File: config.mk
export PLATFORM = sky130hd
export DESIGN_NAME = chan_mailbox
export DESIGN_NICKNAME = d
export VERILOG_FILES = /design/src/rtl/mbox_pkg.sv /design/src/rtl/mbox_fifo.sv /design/src/rtl/mbox_ctrl.sv /design/src/rtl/mbox_datapath.sv /design/src/rtl/chan_mailbox.sv
export SDC_FILE = /design/constraint.sdc
export NUM_CORES = 1
export LEC_CHECK = 0
export ABC_AREA = 0
export BUFFER_PORTS_ARGS = -buffer_cell sky130_fd_sc_hd__buf_4
export CAP_MARGIN = 15
export CELL_PAD_IN_SITES_DETAIL_PLACEMENT = 1
export CELL_PAD_IN_SITES_GLOBAL_PLACEMENT = 2
export CORE_MARGIN = 5
export CORE_UTILIZATION = 45
export CTS_BUF_LIST = sky130_fd_sc_hd__clkbuf_4
export CTS_CLUSTER_SIZE = 30
export DETAILED_ROUTE_END_ITERATION = 8
export GPL_TIMING_DRIVEN = 0
export PLACE_DENSITY = 0.83
export RECOVER_POWER = 100
export SLEW_MARGIN = 15
export SYNTH_ARGS = -nofsm -noshare
export SYNTH_HDL_FRONTEND = slang
export SYNTH_SLANG_ARGS = --single-unit
File: constraint.sdc
create_clock -name clk -period 10.4 [get_ports clk]
set_input_delay 1.04 -clock clk [delete_from_list [all_inputs] [get_ports clk]]
set_output_delay 1.04 -clock clk [all_outputs]
set_load 0.05 [all_outputs]
File: src/rtl/mbox_pkg.sv
package mbox_pkg;
  localparam int unsigned CHAN_W   = 4;
  localparam int unsigned WORD_W   = 32;
  localparam int unsigned OFS_READ = 'h00;
  localparam int unsigned OFS_STAT = 'h18;
  localparam int unsigned OFS_CTRL = 'h1C;
  localparam int unsigned OFS_WRIT = 'h20;
  localparam int unsigned BIT_FULL = 31;
  localparam int unsigned BIT_EMPT = 30;
  localparam int unsigned BIT_OVF  = 29;

  typedef struct packed {
    logic pushOut;
    logic popReply;
    logic setOvf;
    logic clrOvf;
    logic wrCtrl;
    logic rdAny;
    logic selReply;
    logic selStatus;
    logic selCtrl;
  } mbox_strobe_t;
endpackage

File: src/rtl/mbox_fifo.sv
module mbox_fifo #(
  parameter int unsigned WIDTH = 32,
  parameter int unsigned DEPTH = 8,
  localparam int unsigned PTR_W = (DEPTH > 1) ? $clog2(DEPTH) : 1,
  localparam int unsigned CNT_W = $clog2(DEPTH + 1)
) (
  input  logic             clk,
  input  logic             rstN,
  input  logic             push,
  input  logic [WIDTH-1:0] din,
  input  logic             pop,
  output logic [WIDTH-1:0] dout,
  output logic             full,
  output logic             empty,
  output logic [CNT_W-1:0] count
);
  localparam logic [PTR_W-1:0] LAST = PTR_W'(DEPTH - 1);
  localparam logic [CNT_W-1:0] CAP  = CNT_W'(DEPTH);

  logic [WIDTH-1:0] store [DEPTH];
  logic [PTR_W-1:0] wrPtr, rdPtr;
  logic doPush, doPop;

  assign full   = (count == CAP);
  assign empty  = (count == '0);
  assign doPush = push && !full;
  assign doPop  = pop && !empty;
  assign dout   = store[rdPtr];

  always_ff @(posedge clk) begin
    if (!rstN) begin
      wrPtr <= '0;
      rdPtr <= '0;
      count <= '0;
    end else begin
      if (doPush) wrPtr <= (wrPtr == LAST) ? '0 : wrPtr + 1'b1;
      if (doPop)  rdPtr <= (rdPtr == LAST) ? '0 : rdPtr + 1'b1;
      if (doPush && !doPop)      count <= count + 1'b1;
      else if (doPop && !doPush) count <= count - 1'b1;
    end
  end

  always_ff @(posedge clk) begin
    if (doPush) store[wrPtr] <= din;
  end
endmodule

File: src/rtl/mbox_ctrl.sv
module mbox_ctrl
  import mbox_pkg::*;
#(
  parameter int unsigned ADDR_W = 8
) (
  input  logic              hostWr,
  input  logic              hostRd,
  input  logic [ADDR_W-1:0] hostAddr,
  input  logic              clrReq,
  input  logic              outFull,
  input  logic              replyEmpty,
  output mbox_strobe_t      strobe
);
  logic hitRead, hitStat, hitCtrl, hitWrit;

  assign hitRead = (hostAddr == ADDR_W'(OFS_READ));
  assign hitStat = (hostAddr == ADDR_W'(OFS_STAT));
  assign hitCtrl = (hostAddr == ADDR_W'(OFS_CTRL));
  assign hitWrit = (hostAddr == ADDR_W'(OFS_WRIT));

  always_comb begin
    strobe           = '0;
    strobe.pushOut   = hostWr && hitWrit && !outFull;
    strobe.setOvf    = hostWr && hitWrit && outFull;
    strobe.clrOvf    = hostWr && hitStat && clrReq;
    strobe.wrCtrl    = hostWr && hitCtrl;
    strobe.rdAny     = hostRd;
    strobe.selReply  = hostRd && hitRead;
    strobe.popReply  = hostRd && hitRead && !replyEmpty;
    strobe.selStatus = hostRd && hitStat;
    strobe.selCtrl   = hostRd && hitCtrl;
  end
endmodule

File: src/rtl/mbox_datapath.sv
module mbox_datapath
  import mbox_pkg::*;
#(
  parameter int unsigned DEPTH = 8,
  localparam int unsigned CNT_W = $clog2(DEPTH + 1)
) (
  input  logic                     clk,
  input  logic                     rstN,
  input  mbox_strobe_t             strobe,
  input  logic [WORD_W-1:0]        hostWdata,
  output logic [WORD_W-1:0]        hostRdata,
  output logic                     irq,
  output logic                     outFull,
  output logic                     replyEmpty,
  output logic                     ovfFlag,
  output logic [CNT_W-1:0]         outCount,
  output logic [CNT_W-1:0]         replyCount,
  output logic                     cpOutValid,
  output logic [WORD_W-1:0]        cpOutWord,
  input  logic                     cpOutPop,
  input  logic                     cpInPush,
  input  logic [WORD_W-1:0]        cpInData,
  output logic                     cpInFull
);
  logic outEmpty;
  logic [WORD_W-1:0] replyHead;
  logic irqEnable;
  logic [WORD_W-1:0] statusWord;

  mbox_fifo #(.WIDTH(WORD_W), .DEPTH(DEPTH)) outQ (
    .clk(clk), .rstN(rstN),
    .push(strobe.pushOut), .din(hostWdata),
    .pop(cpOutPop), .dout(cpOutWord),
    .full(outFull), .empty(outEmpty), .count(outCount)
  );

  mbox_fifo #(.WIDTH(WORD_W), .DEPTH(DEPTH)) replyQ (
    .clk(clk), .rstN(rstN),
    .push(cpInPush), .din(cpInData),
    .pop(strobe.popReply), .dout(replyHead),
    .full(cpInFull), .empty(replyEmpty), .count(replyCount)
  );

  assign cpOutValid = !outEmpty;
  assign irq        = irqEnable && !replyEmpty;

  always_comb begin
    statusWord           = '0;
    statusWord[BIT_FULL] = outFull;
    statusWord[BIT_EMPT] = replyEmpty;
    statusWord[BIT_OVF]  = ovfFlag;
  end

  always_ff @(posedge clk) begin
    if (!rstN) begin
      ovfFlag   <= 1'b0;
      irqEnable <= 1'b0;
      hostRdata <= '0;
    end else begin
      if (strobe.setOvf)      ovfFlag <= 1'b1;
      else if (strobe.clrOvf) ovfFlag <= 1'b0;
      if (strobe.wrCtrl) irqEnable <= hostWdata[0];
      if (strobe.rdAny) begin
        if (strobe.selReply)       hostRdata <= replyEmpty ? '0 : replyHead;
        else if (strobe.selStatus) hostRdata <= statusWord;
        else if (strobe.selCtrl)   hostRdata <= {{(WORD_W-1){1'b0}}, irqEnable};
        else                       hostRdata <= '0;
      end
    end
  end
endmodule

File: src/rtl/chan_mailbox.sv
module chan_mailbox
  import mbox_pkg::*;
#(
  parameter int unsigned DEPTH  = 8,
  parameter int unsigned ADDR_W = 8,
  localparam int unsigned CNT_W = $clog2(DEPTH + 1),
  localparam int unsigned PAY_W = WORD_W - CHAN_W
) (
  input  logic              clk,
  input  logic              rstN,
  input  logic              hostWr,
  input  logic              hostRd,
  input  logic [ADDR_W-1:0] hostAddr,
  input  logic [31:0]       hostWdata,
  output logic [31:0]       hostRdata,
  output logic              irq,
  output logic              cpOutValid,
  output logic [3:0]        cpOutChan,
  output logic [27:0]       cpOutPayload,
  input  logic              cpOutPop,
  input  logic              cpInPush,
  input  logic [31:0]       cpInData,
  output logic              cpInFull
);
  mbox_strobe_t strobe;
  logic outFull, replyEmpty, ovfFlag;
  logic [CNT_W-1:0] outCount, replyCount;
  logic [WORD_W-1:0] cpOutWord;

  mbox_ctrl #(.ADDR_W(ADDR_W)) ctrl (
    .hostWr(hostWr), .hostRd(hostRd), .hostAddr(hostAddr),
    .clrReq(hostWdata[BIT_OVF]),
    .outFull(outFull), .replyEmpty(replyEmpty), .strobe(strobe)
  );

  mbox_datapath #(.DEPTH(DEPTH)) dp (
    .clk(clk), .rstN(rstN), .strobe(strobe),
    .hostWdata(hostWdata), .hostRdata(hostRdata), .irq(irq),
    .outFull(outFull), .replyEmpty(replyEmpty), .ovfFlag(ovfFlag),
    .outCount(outCount), .replyCount(replyCount),
    .cpOutValid(cpOutValid), .cpOutWord(cpOutWord), .cpOutPop(cpOutPop),
    .cpInPush(cpInPush), .cpInData(cpInData), .cpInFull(cpInFull)
  );

  assign cpOutChan    = cpOutWord[CHAN_W-1:0];
  assign cpOutPayload = cpOutWord[WORD_W-1:CHAN_W];
endmodule

==> metrics <==
Post-synth EDFFs=512; CTS root buf=clkbuf_4; MaxCap Viol Count=11; CTS tree=built; Synth Register Bits=approximately 570; Core Util, Final=0.527; clock buffer count from CTS=between 100 and 150; total grt overflow=0; Mapped Cells=1053; largest net degree at the start of global routing=22; Seq/Total Area, Yosys=0.762; Least-Margin Pin Slew=2.15 ns; period utilization=0.554; Area growth, synth to finish=15.6%; CTS hold repair buffers=0; Design Area, Final=0.0252 mm^2; CTS sink cnt=572; Max Clock Freq=173 MHz; Starting DRT DRC Count=627; Worst R2R Path Depth=5; core footprint=0.0477 mm^2; Final Non-Filler Cells=2106; failing checks=capacitance limit, slew limit; RSZ-0062 raised after global routing=false; Max clock buf depth=3; post-CTS setup buffer count=0; final wirelength=50.1 mm; fraction of layout cells with a size suffix above 1=0.277; clk_skew=0.0414 ns; endpoint class of the critical path=flip-flop; status=complete, but fails checks; die width=230 um; post-DP HPWL=32.8 mm; first-pass GRT wire length=around 77 mm; Synth warnings=0; number of H-tree levels=4; Critical Setup Path Class=input port to flip-flop; dominant synthesized flop cell=edfxtp_1; # DRC=0; I/O pin cnt=roughly 150; Port Buf Inserts=142; vias=around 11000; clk slew on worst S/H paths=0.06 ns; Final min period=5.76 ns; maximum VDD drop=roughly 0.16 mV; CP max FO=18; P per Cell Area=213 mW/mm^2; Placed Area=0.0242 mm^2; placed cell count=1847; DR vias/cell=5.41; Async SR Flop Fraction=0; Syn Std Cell Area=roughly 0.022 mm^2; worst-case register-to-register setup slack=5.16 ns; Avg WL per Cell=23.8 um; Leakage=7.95 nW; CP endpoint=dp.outQ.store[6][27]$_DFFE_PP_; antenna violations before repair=7; Routed Antenna Nets=0; hold_ws=0.455 ns; Tightest Hold Check Type=flip-flop to flip-flop; Distinct cells, synth=between 50 and 60; Die Y=230 um; Worst Setup SP=hostAddr[0]; die area=approximately 0.053 mm^2; final hold vios=0; Worst EP arrival=6.25 ns; syn_area_per_cell=20.7 um^2; Fin Setup TNS=0 ns; cts repair resizes=0; vias in the first global route=12900; router iterations before antenna repair=5; Critical Path RT=around 11 ns; GRT Total Usage=0.194; clk_lat worst skew=0.92 ns; row cnt=80; relative slew slack=-0.454; Slew Limit Fails=168; FF-to-FF End=dp.outQ.store[6][27]$_DFFE_PP_; routability cong.=0.724; Synthesized Nets=1147; r2r startpoint=dp.outQ.count[0]$_SDFFE_PN0P_; fin nets=~1500; Initial Util=0.456; setup violators final=0; fill cell count=4460; CP startpoint kind=input port
[critical path, cell delays in order]
cell	delay, ns
buf_4	0.11
or4_2	0.63
clkbuf_1	0.21
nor4b_1	1.74
nand2b_4	0.11
nor2_1	1.34
clkbuf_1	1.06
[routing by layer]
layer / GRT usage / wire length [um]
met2: 0.336 / 26300
met3: 0.0606 / 3080
met4: 0.0633 / 935
met5: 0 / 73
met1: 0.234 / 19700
[synth_stat cells, types with 2 or more instances]
| library cell | instances | area share |
|---|---|---|
| a21boi_0 | 8 | 0.0028 |
| nand4_1 | 4 | 0.0011 |
| ha_1 | 14 | 0.0080 |
| a22oi_1 | 2 | 0.00069 |
| mux2_2 | 32 | 0.017 |
| o21bai_1 | 2 | 0.00069 |
| mux4_2 | 121 | 0.13 |
| buf_1 | 5 | 0.00086 |
| nor3_1 | 6 | 0.0014 |
| buf_2 | 14 | 0.0032 |
| a21oi_1 | 5 | 0.0011 |
| fa_1 | 2 | 0.0018 |
| dfxtp_1 | 60 | 0.055 |
| o21ai_1 | 3 | 0.00069 |
| nand4b_1 | 2 | 0.00080 |
| clkbuf_1 | 32 | 0.0055 |
| edfxtp_1 | 512 | 0.71 |
| a211oi_1 | 2 | 0.00069 |
| inv_1 | 5 | 0.00086 |
| a31oi_1 | 4 | 0.0011 |
| mux2i_1 | 48 | 0.022 |
| nor4_1 | 5 | 0.0014 |
| nor2b_1 | 7 | 0.0020 |
| nor2_1 | 14 | 0.0024 |
| o21ai_0 | 36 | 0.0083 |
| nor3_2 | 2 | 0.00092 |
| nand2b_1 | 7 | 0.0020 |
| or4_1 | 2 | 0.00069 |
| xnor2_1 | 4 | 0.0016 |
| or3_1 | 3 | 0.00086 |
| and2_1 | 7 | 0.0020 |
| nand2_1 | 54 | 0.0093 |
| nand3_1 | 11 | 0.0025 |
[worst min path at each step]
stage / from / depth (start not counted) / slack [ns] / to
3_5_place_dp: dp.hostRdata[10]$_SDFFE_PN0P_ / 2 / 0.45 / dp.hostRdata[10]$_SDFFE_PN0P_
6_report: dp.hostRdata[14]$_SDFFE_PN0P_ / 2 / 0.45 / dp.hostRdata[14]$_SDFFE_PN0P_
3_3_place_gp: dp.hostRdata[26]$_SDFFE_PN0P_ / 2 / 0.44 / dp.hostRdata[26]$_SDFFE_PN0P_
2_1_floorplan: dp.outQ.count[3]$_SDFFE_PN0P_ / 2 / 0.45 / dp.outQ.count[3]$_SDFFE_PN0P_
5_1_grt: cpInData[27] / 1 / 0.37 / dp.replyQ.store[4][27]$_DFFE_PP_
4_1_cts: cpInData[27] / 1 / 0.20 / dp.replyQ.store[7][27]$_DFFE_PP_
[through the flow]
step / setup WS (ns) / power [mW]
global route: 4.31 / 5.63
detailed placement: 6.39 / 3.50
floorplan: 5.41 / 3.23
CTS: 5.81 / 5.51
finish: 4.64 / 5.36
global placement: 1.93 / 3.47
[area by class of cell]
class | count | area (um^2) | share of cell area
multi-input combinational | 424 | 4920 | 0.195
clock inverter | 41 | 318 | 0.0126
buffer | 52 | 208 | 0.00825
antenna | 2 | 5.00 | 0.000199
sequential | 572 | 16600 | 0.659
timing repair buffer | 179 | 728 | 0.0289
inverter | 5 | 18.8 | 0.000746
tap | 615 | 769 | 0.0306
clock buffer | 216 | 1620 | 0.0644
[placed cells by master, fill, tap and decap left out, types with 28 or more instances in the layout]
master	synthesis	final
mux2i_1	48	48
o21ai_0	36	38
clkbuf_1	32	203
clkbuf_4	0	216
edfxtp_1	512	512
mux4_2	121	121
mux2_2	32	31
clkinv_1	0	28
nand2_1	54	54
dfxtp_1	60	60
[kinds of logic after synthesis]
logic type,Yosys count,share of synthesized area
AO/OA/AOI/OAI,66,0.0176
XOR/XNOR,4,0.00161
adder cells (fa/ha/maj),16,0.00989
buffers and inverters,57,0.0110
flip-flops,572,0.762
multiplexers,201,0.164
AND/OR/NAND/NOR,137,0.0345
[flip-flops by register name (all words and copies together), names as in the netlist, named ones only]
register	cells
dp.hostRdata	32
dp.irqEnable	1
dp.outQ.count	4
dp.outQ.rdPtr	3
dp.outQ.store	256
dp.outQ.wrPtr	3
dp.ovfFlag	1
dp.replyQ.count	4
dp.replyQ.rdPtr	3
dp.replyQ.store	256
dp.replyQ.wrPtr	3
[power by group]
group	internal [mW]	switching, mW	total (mW)
Combinational	0.297	0.485	0.783
Clock	1.10	0.888	1.99
Sequential	2.56	0.0290	2.59
(Power assumes the default switching activity.)
